## config.mk

```make
export PLATFORM = sky130hd
export DESIGN_NAME = cmt_timer
export DESIGN_NICKNAME = d
export VERILOG_FILES = /design/src/rtl/cmt_pkg.sv /design/src/rtl/cmt_prescaler.sv /design/src/rtl/cmt_channel.sv /design/src/rtl/cmt_timer.sv
export SDC_FILE = /design/constraint.sdc
export NUM_CORES = 1
export LEC_CHECK = 0
export BUFFER_PORTS_ARGS = -buffer_cell sky130_fd_sc_hd__buf_2
export CORE_ASPECT_RATIO = 1.25
export CORE_MARGIN = 4
export CORE_UTILIZATION = 26
export CTS_CLUSTER_DIAMETER = 120
export DETAILED_ROUTE_END_ITERATION = 10
export HOLD_SLACK_MARGIN = 0.03
export PLACE_DENSITY = 0.39
export SYNTH_ARGS = -nofsm -noshare
export SYNTH_HDL_FRONTEND = slang
export SYNTH_SLANG_ARGS = --single-unit
```

## constraint.sdc

```tcl
create_clock -name clk -period 2.6 [get_ports clk]
set_clock_uncertainty 0.2 [all_clocks]
set_input_delay 0.26 -clock clk [delete_from_list [all_inputs] [get_ports clk]]
set_output_delay 0.26 -clock clk [all_outputs]
set_load 0.1 [all_outputs]
```

## src/rtl/cmt_pkg.sv

```systemverilog
package cmt_pkg;
  localparam int MATCH_BIT    = 15;
  localparam int WRAP_BIT     = 14;
  localparam int IE_BIT       = 8;
  localparam int PERIODIC_BIT = 5;
  localparam int CTRL_W       = 9;
  localparam int DIV_W        = 10;
  localparam logic [2:0] SEL_SLOW = 3'd7;

  typedef enum logic [1:0] {
    REG_CTRL = 2'd0,
    REG_CNT  = 2'd1,
    REG_CMP  = 2'd2,
    REG_NONE = 2'd3
  } reg_sel_e;

  // divide ratio for a prescaler code; slow-clock code handled by caller
  function automatic logic [DIV_W-1:0] pre_div(input logic [2:0] sel);
    case (sel)
      3'd1:    pre_div = DIV_W'(32);
      3'd2:    pre_div = DIV_W'(128);
      3'd3:    pre_div = DIV_W'(512);
      default: pre_div = DIV_W'(8);
    endcase
  endfunction
endpackage

```

## src/rtl/cmt_prescaler.sv

```systemverilog
module cmt_prescaler
  import cmt_pkg::*;
(
  input  logic       clk,
  input  logic       rst_n,
  input  logic       run,
  input  logic       slow_en,
  input  logic [2:0] sel,
  output logic       tick
);
  logic [DIV_W-1:0] pc_q;
  logic [DIV_W-1:0] lim;
  logic             use_slow;
  logic             hit;

  assign lim      = pre_div(sel) - DIV_W'(1);
  assign use_slow = (sel == SEL_SLOW);
  assign hit      = (pc_q >= lim);
  assign tick     = run && (use_slow ? slow_en : hit);

  always_ff @(posedge clk or negedge rst_n) begin
    if (!rst_n)                 pc_q <= '0;
    else if (!run || use_slow)  pc_q <= '0;
    else if (hit)               pc_q <= '0;
    else                        pc_q <= pc_q + DIV_W'(1);
  end

  // a divided tick is never followed by another on the next cycle
  a_r3_tick_gap: assert property (@(posedge clk) disable iff (!rst_n)
    (tick && !use_slow) |=> (!tick || use_slow));
endmodule

```

## src/rtl/cmt_channel.sv

```systemverilog
module cmt_channel
  import cmt_pkg::*;
#(
  parameter int CW = 32
) (
  input  logic          clk,
  input  logic          rst_n,
  input  logic          run,
  input  logic          slow_en,
  input  logic          ctrl_we,
  input  logic          cnt_we,
  input  logic          cmp_we,
  input  logic [10:0]   ctrl_wbits,   // {flag15, flag14, ctrl[8:0]}
  input  logic [CW-1:0] val_wdata,
  output logic [15:0]   ctrl_rd,
  output logic [CW-1:0] cnt_rd,
  output logic [CW-1:0] cmp_rd,
  output logic          irq
);
  logic [CTRL_W-1:0] ctrl_q;
  logic              match_q, wrap_q;
  logic [CW-1:0]     cnt_q, cmp_q, pend_q;
  logic              pend_busy, pend_seen;
  logic              tick, cnt_apply, hold, adv, at_cmp, at_max;
  logic              set_match, set_wrap;

  cmt_prescaler u_pre (
    .clk     (clk),
    .rst_n   (rst_n),
    .run     (run),
    .slow_en (slow_en),
    .sel     (ctrl_q[2:0]),
    .tick    (tick)
  );

  assign cnt_apply = pend_busy && pend_seen && slow_en && !cnt_we;
  assign hold      = !ctrl_q[PERIODIC_BIT] && match_q;
  assign adv       = tick && !hold && !cnt_apply;
  assign at_cmp    = (cnt_q == cmp_q);
  assign at_max    = &cnt_q;
  assign set_match = adv && at_cmp;
  assign set_wrap  = adv && !at_cmp && at_max;

  // pending counter write, applied at second slow pulse
  always_ff @(posedge clk or negedge rst_n) begin
    if (!rst_n) begin
      pend_q    <= '0;
      pend_busy <= 1'b0;
      pend_seen <= 1'b0;
    end else if (cnt_we) begin
      pend_q    <= val_wdata;
      pend_busy <= 1'b1;
      pend_seen <= 1'b0;
    end else if (pend_busy && slow_en) begin
      if (pend_seen) begin
        pend_busy <= 1'b0;
        pend_seen <= 1'b0;
      end else begin
        pend_seen <= 1'b1;
      end
    end
  end

  always_ff @(posedge clk or negedge rst_n) begin
    if (!rst_n)          cnt_q <= '0;
    else if (cnt_apply)  cnt_q <= pend_q;
    else if (set_match)  cnt_q <= '0;
    else if (adv)        cnt_q <= cnt_q + CW'(1);
  end

  always_ff @(posedge clk or negedge rst_n) begin
    if (!rst_n) begin
      ctrl_q  <= '0;
      cmp_q   <= '1;
      match_q <= 1'b0;
      wrap_q  <= 1'b0;
    end else begin
      if (ctrl_we) ctrl_q <= ctrl_wbits[CTRL_W-1:0];
      if (cmp_we)  cmp_q  <= val_wdata;
      match_q <= (ctrl_we ? (match_q & ctrl_wbits[10]) : match_q) | set_match;
      wrap_q  <= (ctrl_we ? (wrap_q  & ctrl_wbits[9])  : wrap_q)  | set_wrap;
    end
  end

  assign ctrl_rd = {match_q, wrap_q, 5'b0, ctrl_q};
  assign cnt_rd  = cnt_q;
  assign cmp_rd  = cmp_q;
  assign irq     = match_q & ctrl_q[IE_BIT];

  // a match restarts the count and raises the flag
  a_r4_match_restart: assert property (@(posedge clk) disable iff (!rst_n)
    (adv && at_cmp) |=> (cnt_q == '0 && match_q));
  // a halted channel keeps its count
  a_r2_halt_keeps: assert property (@(posedge clk) disable iff (!rst_n)
    (!run && !cnt_apply) |=> $stable(cnt_q));
  // a counter write never lands on the cycle after it
  a_r9_no_early_apply: assert property (@(posedge clk) disable iff (!rst_n)
    cnt_we |=> !cnt_apply);
  // the match flag only drops through a control write
  a_r6_flag_sticky: assert property (@(posedge clk) disable iff (!rst_n)
    (match_q && !ctrl_we) |=> match_q);
  // one-shot hold keeps the counter still
  a_r8_oneshot_hold: assert property (@(posedge clk) disable iff (!rst_n)
    (match_q && !ctrl_q[PERIODIC_BIT] && !cnt_apply && !ctrl_we) |=> $stable(cnt_q));
endmodule

```

## src/rtl/cmt_timer.sv

```systemverilog
module cmt_timer
  import cmt_pkg::*;
#(
  parameter int NCH = 2,
  parameter int CW  = 32,
  parameter int AW  = 8
) (
  input  logic           clk,
  input  logic           rst_n,
  input  logic           bus_wr,
  input  logic           bus_rd,
  input  logic [AW-1:0]  bus_addr,
  input  logic [31:0]    bus_wdata,
  output logic [31:0]    bus_rdata,
  input  logic           slow_en,
  output logic [NCH-1:0] irq
);
  localparam int BW = AW - 4;

  logic [BW-1:0]  blk;
  logic [3:0]     off;
  logic           hit_run;
  reg_sel_e       rsel;
  logic [NCH-1:0] run_q;
  logic [15:0]    ctrl_rd [NCH];
  logic [CW-1:0]  cnt_rd  [NCH];
  logic [CW-1:0]  cmp_rd  [NCH];
  logic [31:0]    rd_mux;

  assign blk     = bus_addr[AW-1:4];
  assign off     = bus_addr[3:0];
  assign hit_run = (blk == '0) && (off == 4'h0);

  always_comb begin
    case (off)
      4'h0:    rsel = REG_CTRL;
      4'h4:    rsel = REG_CNT;
      4'h8:    rsel = REG_CMP;
      default: rsel = REG_NONE;
    endcase
  end

  always_ff @(posedge clk or negedge rst_n) begin
    if (!rst_n)                 run_q <= '0;
    else if (bus_wr && hit_run) run_q <= bus_wdata[NCH-1:0];
  end

  for (genvar c = 0; c < NCH; c++) begin : g_ch
    logic sel_c;
    assign sel_c = (blk == BW'(c + 1));
    cmt_channel #(.CW(CW)) u_ch (
      .clk        (clk),
      .rst_n      (rst_n),
      .run        (run_q[c]),
      .slow_en    (slow_en),
      .ctrl_we    (bus_wr && sel_c && rsel == REG_CTRL),
      .cnt_we     (bus_wr && sel_c && rsel == REG_CNT),
      .cmp_we     (bus_wr && sel_c && rsel == REG_CMP),
      .ctrl_wbits ({bus_wdata[15:14], bus_wdata[8:0]}),
      .val_wdata  (bus_wdata[CW-1:0]),
      .ctrl_rd    (ctrl_rd[c]),
      .cnt_rd     (cnt_rd[c]),
      .cmp_rd     (cmp_rd[c]),
      .irq        (irq[c])
    );
  end

  always_comb begin
    rd_mux = '0;
    if (hit_run) rd_mux = 32'(run_q);
    for (int c = 0; c < NCH; c++) begin
      if (blk == BW'(c + 1)) begin
        case (rsel)
          REG_CTRL: rd_mux = 32'(ctrl_rd[c]);
          REG_CNT:  rd_mux = 32'(cnt_rd[c]);
          REG_CMP:  rd_mux = 32'(cmp_rd[c]);
          default:  rd_mux = '0;
        endcase
      end
    end
  end

  always_ff @(posedge clk or negedge rst_n) begin
    if (!rst_n)      bus_rdata <= '0;
    else if (bus_rd) bus_rdata <= rd_mux;
  end
endmodule

```

# Word-level counts from Yosys, hierarchy flattened

Cells that the tools add are included.

Add/sub/neg operators: 6
Magnitude comparators: 2
Equality and inequality tests: 16
Multiplexer cells: 36
Bitwise operators: 10
Reductions and logical operators: 59

Operators by type and width:

| cell                    | count |
|---|---|
| $mux W32                | 8 |
| $pmux W32 S3            | 2 |
| $add A32 B1 Y32 const B | 2 |
| $eq A32 B32 Y1          | 2 |
| $reduce_and A32 Y1      | 2 |
| $pmux W10 S3            | 2 |
| $mux W10                | 4 |
| $logic_and A1 B1 Y1     | 32 |
| $add A10 B1 Y10 const B | 2 |
| $ge A10 B10 Y1          | 2 |
| $sub A10 B1 Y10 const B | 2 |
| $mux W1                 | 18 |
| $eq A3 B2 Y1 const B    | 4 |
| $logic_not A1 Y1        | 12 |
| $logic_not A4 Y1        | 2 |
| $reduce_bool A2 Y1      | 4 |
| $and A1 B1 Y1           | 6 |
| $eq A3 B1 Y1 const B    | 2 |
| $eq A3 B3 Y1 const B    | 2 |
| $pmux W2 S3             | 1 |
| $reduce_bool A3 Y1      | 2 |
| $eq A4 B1 Y1 const B    | 1 |
| $eq A4 B2 Y1 const B    | 1 |
| $eq A4 B3 Y1 const B    | 1 |
| other kinds (8)         | 13 |

Flip-flop bits (word level): 272
Bits of input ports: 45
Output and inout bits: 34
Logic and storage cells: 149

# Depth between registers and ports, before layout

Gate-level depths: netlist (run 1).

Depth in word-level cells: 11
Mapped depth: 12

# Hierarchy

Synthesis (run 1) repeated with hierarchy kept, for this count alone.

Cell total of the unflattened synthesis: 1434
Area, all modules: 15099.5 um^2

By module, submodules not included:

| module                             | instances | cells each | area each (um^2) | sequential area each (um^2) |
|---|---|---|---|---|
| cmt_channel                        | 2         | 510        | 5512.8           | 2767.7 |
| cmt_timer                          | 1         | 282        | 2603.7           | 850.8 |
| cmt_prescaler (g_ch[1].u_ch.u_pre) | 1         | 66         | 738.2            | 250.2 |
| cmt_prescaler (g_ch[0].u_ch.u_pre) | 1         | 66         | 732.0            | 250.2 |

# Worst setup path after synthesis (run 1)

OpenSTA, ideal clock, no wires.

Path type: register to register
From: register g_ch[0].u_ch.ctrl_q[2]
To: register g_ch[0].u_ch.cnt_q[25]
Setup time: 121 ps
Data arrival time: 2301 ps
Data required time: 2279 ps
Path slack: -22 ps
Stages on the path, launching flop included: 12
Buffers on the path: 2
Period minus slack after synthesis: 2622 ps
Cells stage by stage: dfrtp_1 nand3b_1 ha_1 a21oi_1 o22ai_1 nor4b_1 or2_1 buf_2 nor2_4 buf_2 a32oi_1 nand2_1

Cells in the longest elaborated chain, start to end: 11
Elaborated cells on any way between the ends: 15
Those cells by class: add/sub (1); order compare (1); eq/ne (4); mux (4); reduce/logical (5)

Ends and longest elaborated chain:

| element                                      | line                | text |
|---|---|---|
| start: declaration                           | cmt_channel.sv:20   | `logic [CTRL_W-1:0] ctrl_q;` |
| start signal: assignment                     | cmt_channel.sv:78   | `if (ctrl_we) ctrl_q <= ctrl_wbits[CTRL_W-1:0];` |
| $eq A3 B2 Y1 or $eq A3 B1 Y1 (tied branches) | cmt_pkg.sv:19       | `case (sel)` |
| $pmux W10 S3                                 | cmt_pkg.sv:19       |  |
| $sub A10 B1 Y10                              | cmt_prescaler.sv:16 | `assign lim = pre_div(sel) - DIV_W'(1);` |
| $ge A10 B10 Y1                               | cmt_prescaler.sv:18 | `assign hit = (pc_q >= lim);` |
| $mux W1 (*)                                  | cmt_prescaler.sv:19 | `assign tick = run && (use_slow ? slow_en : hit);` |
| $logic_and A1 B1 Y1 (*)                      | cmt_prescaler.sv:19 |  |
| $logic_and A1 B1 Y1 (*) (2 in a row)         | cmt_channel.sv:38   | `assign adv = tick && !hold && !cnt_apply;` |
| $logic_and A1 B1 Y1                          | cmt_channel.sv:41   | `assign set_match = adv && at_cmp;` |
| $mux W32                                     | cmt_channel.sv:67   | `else if (set_match) cnt_q <= '0;` |
| $mux W32                                     | cmt_channel.sv:66   | `else if (cnt_apply) cnt_q <= pend_q;` |
| end signal: assignment                       | cmt_channel.sv:66   |  |
| end signal: assignment                       | cmt_channel.sv:68   | `else if (adv) cnt_q <= cnt_q + CW'(1);` |
| end: declaration                             | cmt_channel.sv:22   | `logic [CW-1:0] cnt_q, cmp_q, pend_q;` |

Mark *: on every way between the ends. The rest lies on a longest branch, timed or not.
A chain may end at the register's enable or synchronous reset.

# Worst setup path in the final report (run 1)

From: register g_ch[1].u_ch.ctrl_q[2]
To: register g_ch[1].u_ch.cnt_q[29]

Cells in the longest elaborated chain, start to end: 11
Elaborated cells on any way between the ends: 15
Those cells by class: add/sub (1); order compare (1); eq/ne (4); mux (4); reduce/logical (5)

Ends and longest elaborated chain:

| element                                      | line |
|---|---|
| start: declaration                           | cmt_channel.sv:20 |
| start signal: assignment                     | cmt_channel.sv:78 |
| $eq A3 B2 Y1 or $eq A3 B1 Y1 (tied branches) | cmt_pkg.sv:19 |
| $pmux W10 S3                                 | cmt_pkg.sv:19 |
| $sub A10 B1 Y10                              | cmt_prescaler.sv:16 |
| $ge A10 B10 Y1                               | cmt_prescaler.sv:18 |
| $mux W1 (*)                                  | cmt_prescaler.sv:19 |
| $logic_and A1 B1 Y1 (*)                      | cmt_prescaler.sv:19 |
| $logic_and A1 B1 Y1 (*) (2 in a row)         | cmt_channel.sv:38 |
| $logic_and A1 B1 Y1                          | cmt_channel.sv:41 |
| $mux W32                                     | cmt_channel.sv:67 |
| $mux W32                                     | cmt_channel.sv:66 |
| end signal: assignment                       | cmt_channel.sv:66 |
| end signal: assignment                       | cmt_channel.sv:68 |
| end: declaration                             | cmt_channel.sv:22 |

Marks and branches as above.

==> results of run 1 <==
==> timing repair <==
action | in CTS | in global routing
hold buffers | 36 | 0
setup endpoints to repair | 60 | 66
setup buffers | 3 | 4
cloned | 1 | 0
pin swaps | 19 | 48
gates resized for setup | 39 | 64
hold endpoints to repair | 371 | 0
==> report_power, final <==
part,internal (mW),switching (mW)
Clock,3.30,2.00
Combinational,1.16,1.47
Sequential,4.66,0.337
==> path summary, 6_finish.rpt <==
check,end,depth (start not counted),start
max,g_ch[1].u_ch.cnt_rd[29],10,g_ch[1].u_ch.ctrl_q[2]
min,g_ch[1].u_ch.u_pre.pc_q[7],2,rst_n
max reg2reg,g_ch[1].u_ch.cnt_rd[29],10,g_ch[1].u_ch.ctrl_q[2]
min reg2reg,g_ch[0].u_ch.u_pre.pc_q[0],1,g_ch[0].u_ch.u_pre.pc_q[0]
max in group asynchronous,g_ch[0].u_ch.cmp_rd[21],3,rst_n
min in group clk,g_ch[1].u_ch.pend_seen,3,bus_addr[5]
==> cells by family after synthesis <==
family | after synthesis | share of synthesized area [%]
other cells | 1 | 0.0264
mux | 148 | 11.7
simple gates | 413 | 15.2
flops | 272 | 48.5
xor+xnor | 82 | 5.06
compound gates | 303 | 14.2
buf+inv | 126 | 3.66
fa+ha+maj | 18 | 1.59
==> flip-flops by register name (all words and copies together), names as in the netlist <==
name	count
g_ch.u_ch.cnt_rd	64
g_ch.u_ch.pend_seen	2
bus_rdata	32
g_ch.u_ch.pend_busy	2
run_q	2
g_ch.u_ch.u_pre.pc_q	20
g_ch.u_ch.cmp_rd	64
g_ch.u_ch.wrap_q	2
g_ch.u_ch.pend_q	64
g_ch.u_ch.match_q	2
g_ch.u_ch.ctrl_q	18
==> layout make-up <==
class / count / area (sq um) / share of cell area [%]
clock buffers: 50 / 1040 / 5.53
clock inverters: 13 / 205 / 1.09
inverters: 28 / 105 / 0.556
multi-input cells: 966 / 7270 / 38.4
flip-flops and latches: 272 / 6890 / 36.4
well taps: 727 / 910 / 4.81
repair buffers: 308 / 2480 / 13.1
==> layer usage <==
metal / GRT usage (%) / up-vias
li1: - / 5500
met2: 29.0 / 321
met1: 24.0 / 5902
met3: 2.27 / 71
met5: 0 / -
met4: 6.91 / 0
==> cell usage in the layout, fill, tap and decap left out, types with 12 or more instances in the layout <==
cell type	n
inv_1	28
o21ai_0	35
nand3b_1	22
a31oi_1	50
xnor2_1	36
or3_1	12
mux2_1	27
nand3_1	40
nand4_1	17
buf_2	77
clkbuf_16	37
a22oi_1	43
dlygate4sd3_1	36
buf_4	169
o22ai_1	21
nor2_1	106
mux2_2	121
dfrtp_1	206
nand2_1	91
dfstp_2	64
a21oi_1	12
ha_1	13
a222oi_1	22
and3_1	25
o21ai_1	41
buf_12	17
xor2_1	45
==> cells in the mapped netlist (all sizes together) (4+ instances only) <==
master	n	share of area [%]
dfrtp	208	37
mux2	148	12
nor2	111	3.0
nand2	93	2.5
o21ai	87	3.1
dfstp	64	12
clkbuf	63	1.7
a31oi	53	2.3
nand3	50	1.8
a22oi	45	2.4
xor2	45	2.8
xnor2	37	2.3
buf	35	1.3
inv	28	0.74
and3	26	1.2
a222oi	22	1.6
nand3b	22	1.2
o22ai	22	0.97
nand4	19	0.99
a21oi	18	0.63
ha	18	1.6
nor4	17	1.0
and2	16	0.72
or3	14	0.62
nor3	11	0.39
o221ai	11	0.68
o21a	10	0.53
nor2b	9	0.40
a221oi	7	0.43
and4	7	0.43
o31ai	5	0.26
a311oi	4	0.25
nand2b	4	0.18
==> results by group, run 1 <==
Run status
  – Outcome: complete, but fails checks
  – Violations in the final reports: negative setup slack

Synth
  – Count of state elements after synthesis: ~270
  – Count of yosys warnings during synthesis: 0
  – Post-synth EDFFs: 0
  – Sequential element share of the synthesized area: 48.5%
  – Count of unique library cells instantiated by Yosys: 66
  – Mean post-synth cell area: 10.4 sq um
  – Dominant register cell in the synthesized netlist: dfrtp_1
  – Async set-reset flop share out of synthesis: 100%
  – Cell area after synthesis: 14200 sq um
  – Number of instances in the synthesized netlist: 1363

Clock tree
  – Worst skew pair latency: 0.55 ns
  – Total clock buffers created by CTS: 35
  – Clock sink total: 272
  – Htree depth: 2
  – Clock transition at the registers of the reported paths: 0.06 ns
  – TritonCTS clock tree: yes
  – CTS max path bufs: 3
  – Clock root cell: clkbuf_16

Floorplanning
  – Area of the core region: 54000 sq um
  – Count of standard-cell rows: 95
  – Initial core utilization: a little over a quarter
  – Die boundary height: 269 um
  – Full die area: 58400 sq um
  – Number of ports placed on the die boundary: 79
  – Chip Width: 217 um

Routing
  – Length of the first detailed-routing pass in iterations: 5
  – Remaining antenna violation count: 0
  – DR DRC count: 0
  – WL met3: 2.09 mm
  – Length of routed met2 wiring: roughly 25 mm
  – Wire length on met1: 23.7 mm
  – Uppermost routed layer: met4
  – WL final: 52.9 mm
  – Routed vias/inst: about 5.0
  – Per-cell routed wire length: 22.4 um
  – Initial DRC Count: a little over 800
  – Via count: 11800

GRT
  – Total congestion overflow after global routing: 0
  – First-pass GRT wire length: just under 80 mm
  – Pin count of the biggest net entering global routing: 68
  – Antenna violations before repair: 0
  – Vias in the first global route: 12000
  – GRT Overall Usage: between 10% and 20%

STA
  – Maximum operating frequency: 0.371 GHz
  – Setup ws final: -0.0971 ns
  – Fin crit period: between 2 and 3 ns
  – Normalized max-slew margin: 24.7%
  – Final setup violation count: 26
  – Worst slew pin tran: 1.13 ns
  – RSZ-0062 raised after global routing: yes
  – Total count of max-transition violations in the final report: 0
  – Worst hold margin: 0.0413 ns
  – Crit share post-route: 104%
  – Number of hold violations in the final report: 0
  – Setup TNS Final: -0.644 ns

Critical path
  – CP max stage delay: 0.47 ns
  – Kind of critical path: flip-flop to flip-flop
  – Cell chain of the critical path: nand3b_1, ha_4, a21oi_2, o211ai_1, a31oi_4, nor2_4, o21ai_2, buf_6, or4_4, a31oi_2
  – Worst reg2reg setup slack: -0.1 ns
  – Crit path capture type: flip-flop
  – Startpoint type of the worst setup path: flip-flop
  – Family with the most delay on the worst path: simple AND/OR/NAND/NOR gates
  – Slowest stage cell on the critical path: or4_4
  – Critical path data required time: 2.87 ns
  – Signal arrival time at the worst endpoint: 2.97 ns
  – CP bufs+invs: 1
  – Critical path fanouts, max: 5

Layout
  – Util after Layout: 35.0%
  – Share of layout cells above drive strength 1: 36.4%
  – Layout overhead on the synthesized area: 33.2%
  – Post-route design area: roughly 19000 sq um
  – Count of inserted antenna diode cells: 0
  – Fillcell total: 5529
  – Number of nets in the finished design: 1674
  – Count of placed standard cells in the final layout, fillers left out: 2364

Place
  – Number of placed instances, taps included: 2257
  – Pre-CTS setup slack: -0.244 ns
  – Final weighted congestion in routability-driven placement: 0.841
  – Total of buffers placed on input and output ports: 78
  – Post-DP Area: 16700 sq um
  – Placed wire-length estimate: roughly 38 mm

Pwr
  – Leakage power of the design: 8.26 nW
  – Pwr per Cell Area: 684 nW/um^2
  – Final Power: 12.9 mW
  – Worst IR Drop VDD: 374 uV

Min path
  – Path class of the lowest-slack min-delay path: primary input to async pin

Job
  – Max cap viols: 0
(Power assumes the default switching activity.)
==> run 2, diff against run 1 <==
--- a/config.mk
+++ b/config.mk
@@ -15,4 +15,5 @@
 export PLACE_DENSITY = 0.39
 export SYNTH_ARGS = -nofsm -noshare
 export SYNTH_HDL_FRONTEND = slang
+export SYNTH_HIERARCHICAL = 1
 export SYNTH_SLANG_ARGS = --single-unit
==> run 2 against run 1 <==
The run still ends with negative setup slack left. Sequential power barely moved. Final cell count increased by 4.4%. Fmax decreased by 3.7%. Setup slack got worse by 0.10 ns. First-iteration DRC count shrank 35%. Non-clock buffer count up 7. Routed wire length rose by 3.9%. Die area up 6.2%.
==> results by group, run 2 <==
Routing
  – DR DRC count: 0
  – Via count: about 12000
  – Remaining antenna violation count: 0
  – Initial DRC Count: 531
  – Per-cell routed wire length: 22.3 um
  – Routed vias/inst: 5.00
  – Length of the first detailed-routing pass in iterations: 5
  – WL final: 54.9 mm

Synth
  – Sequential element share of the synthesized area: a little under half
  – Count of state elements after synthesis: 272
  – Count of yosys warnings during synthesis: 6
  – Number of instances in the synthesized netlist: 1434
  – Dominant cell by count in the synthesized netlist: dfrtp_1
  – Commonest cells in the synthesized netlist: 208 x dfrtp_1, 148 x mux2_2, 106 x nor2_1
  – Count of unique library cells instantiated by Yosys: 73
  – Post-synth EDFFs: 0
  – Dominant register cell in the synthesized netlist: dfrtp_1
  – Cell area after synthesis: 15100 sq um
  – Top cells by area, synth: dfrtp_1 34%, dfstp_2 11%, mux2_2 11%
  – Leading area contributor after synthesis: dfrtp_1
  – Async set-reset flop share out of synthesis: 100%
  – Share of the synthesized area in the top cell type: 34.5%
  – Mean post-synth cell area: around 11 sq um

Critical path
  – Critical path fanouts, max: 6
  – Worst reg2reg setup slack: -0.20 ns
  – Cell depth of the worst flop-to-flop path: 11
  – Kind of critical path: flip-flop to flip-flop
  – CP dominant cell by count: nand4_1
  – Crit path capture type: flip-flop
  – R2R Path End: g_ch[1].u_ch/cnt_rd[20]
  – Crit path capture: g_ch[1].u_ch/cnt_rd[20]
  – Critical path data required time: about 2.8 ns
  – Slowest stage cell on the critical path: dfrtp_1
  – Startpoint of the worst setup timing path: g_ch[1].u_ch/ctrl_q[2]
  – Signal arrival time at the worst endpoint: 3.03 ns
  – Startpoint type of the worst setup path: flip-flop
  – Cell chain of the critical path: nand3b_1, ha_1, nand4_1, nor2_1, o2bb2ai_2, o221a_4, a21boi_4, buf_6, nand4_1, xor2_1, o31ai_1
  – Critical path depth: 11
  – CP bufs+invs: 1
  – Family with the most delay on the worst path: compound AO/OA/AOI/OAI gates
  – CP max stage delay: 0.41 ns
  – Worst R2R Start: g_ch[1].u_ch/ctrl_q[2]

Clock tree
  – TritonCTS clock tree: yes
  – Clock transition at the registers of the reported paths: 0.06 ns
  – Worst skew pair latency: 0.53 ns
  – CTS max path bufs: 3
  – Clock root cell: clkbuf_16
  – Clock sink total: 272
  – Htree depth: 2
  – Total clock buffers created by CTS: 34

Floorplanning
  – Number of ports placed on the die boundary: 79
  – Die boundary height: 277 um
  – Full die area: 62000 sq um
  – Initial core utilization: 26.3%
  – Chip Width: 224 um
  – Area of the core region: between 50000 and 60000 sq um
  – Count of standard-cell rows: 98

STA
  – Fin crit period: around 2.8 ns
  – Worst hold margin: 0.0887 ns
  – Number of hold violations in the final report: 0
  – Normalized max-slew margin: 10.5%
  – Crit share post-route: 108%
  – Worst slew pin tran: roughly 1.3 ns
  – Setup ws final: -0.201 ns
  – RSZ-0062 raised after global routing: yes
  – Total count of max-transition violations in the final report: 0
  – Setup TNS Final: -4.54 ns
  – Maximum operating frequency: ~0.36 GHz
  – Final setup violation count: 55

GRT
  – Antenna violations before repair: 2
  – Total congestion overflow after global routing: 0
  – GRT Overall Usage: 17.0%
  – First-pass GRT wire length: 81.8 mm
  – Vias in the first global route: 12500
  – Pin count of the biggest net entering global routing: 69

Pwr
  – Pwr per Cell Area: 590 nW/um^2
  – Worst IR Drop VDD: 329 uV
  – Leakage power of the design: 8.42 nW

Layout
  – Share of layout cells above drive strength 1: 40.2%
  – Number of nets in the finished design: 1751
  – Layout overhead on the synthesized area: 32.7%
  – Count of inserted antenna diode cells: 0
  – Commonest cells after routing, fill and taps aside: 208 x dfrtp_1, 150 x buf_4, 146 x mux2_2
  – Post-route design area: 20000 sq um
  – Commonest non-fill, non-tap cell in the layout: dfrtp_1

Run status
  – Violations in the final reports: negative setup slack
  – Outcome: complete, but fails checks

Place
  – Final weighted congestion in routability-driven placement: 0.821
  – Placed wire-length estimate: 39.7 mm
  – Pre-CTS setup slack: -0.253 ns
  – Total of buffers placed on input and output ports: 78
  – Post-DP Area: 17400 sq um

Min path
  – Path class of the lowest-slack min-delay path: primary input to flip-flop
  – Count of cells along the worst hold path: 5

Job
  – Max cap viols: 0
## run 2: cell types whose count changed after synthesis, moves of 16 or more
cell      change
a21oi_1      +61
xnor2_1      +36
mux2i_1      +33
clkbuf_1     -31
o21ai_1      -31
xor2_1       -28
a31oi_1      -27
mux2_1       -27
mux2_2       +27
a222oi_1     -22
o22ai_1      -22
nand4_1      +16
nor3_2       +16
## run 2: routing by layer
| metal | vias to the layer above | share of wire (%) | GRT usage, % |
|---|---|---|---|
| met5 | - | 0 | 0 |
| met4 | 0 | 2.3 | 3.91 |
| met3 | 71 | 3.3 | 1.93 |
| met2 | 262 | 52 | 30.4 |
| met1 | 6228 | 42 | 21.9 |
| li1 | 5779 | - | - |
## run 2: worst min-delay path by stage
stage,start,endpoint
after floorplan,rst_n,bus_rdata[0]
after global placement,rst_n,g_ch[1].u_ch/u_pre/pc_q[0]
after detailed placement,rst_n,g_ch[1].u_ch/u_pre/pc_q[0]
after CTS,bus_addr[5],bus_rdata[0]
after global routing,bus_addr[5],bus_rdata[0]
final,bus_addr[5],bus_rdata[0]
## run 2: per-stage QoR
step / power (mW) / std cells / utilization [%]
floorplan: 5.83 / 1442 / -
global placement: 6.65 / 2334 / 30.4
detailed placement: 6.67 / 2334 / 30.4
CTS: 11.9 / 2445 / 33.7
global route: 12.4 / 2468 / 34.9
finish: 11.8 / 2468 / 34.9
## run 2: cell families after synthesis
family | share of synthesized area (%)
adders and majority gates | 1.16
xor gates and xnor gates | 5.22
buffers and inverters | 4.38
AOI/OAI and AO/OA | 13.7
muxes | 13.2
and+or+nand+nor | 16.6
DFF | 45.6
other | 0.0994
## run 2: report_power, final
group          leakage, nW  internal, mW  switching [mW]
logic                 4.50         0.741            1.00
clock network        0.593          3.13            1.94
registers             3.32          4.56           0.441
## run 2: area by class of cell
type	instances	area [sq um]
tap	750	938
timing repair buffer	315	2640
clock buffer	54	1110
multi-input combinational	1053	8310
fill	5810	37300
clock inverter	8	98.8
sequential	272	6890
inverter	16	60.1
## run 2: what timing repair did
item / 4_1_cts / 5_1_grt
endpoints found under the hold margin: 354 / 0
hold buffers: 39 / 0
setup buffers: 11 / 18
gates resized for setup: 58 / 106
endpoints found under the setup margin: 62 / 69
pin swaps: 22 / 76
cloned: 1 / 7
## run 2: worst min-delay path: cells and delay by family
| kind | cells | cell delay [ns] |
|---|---|---|
| and+or+nand+nor | 2 | 0.12 |
| buffers and inverters | 2 | 0.27 |
| AOI/OAI and AO/OA | 1 | 0.10 |
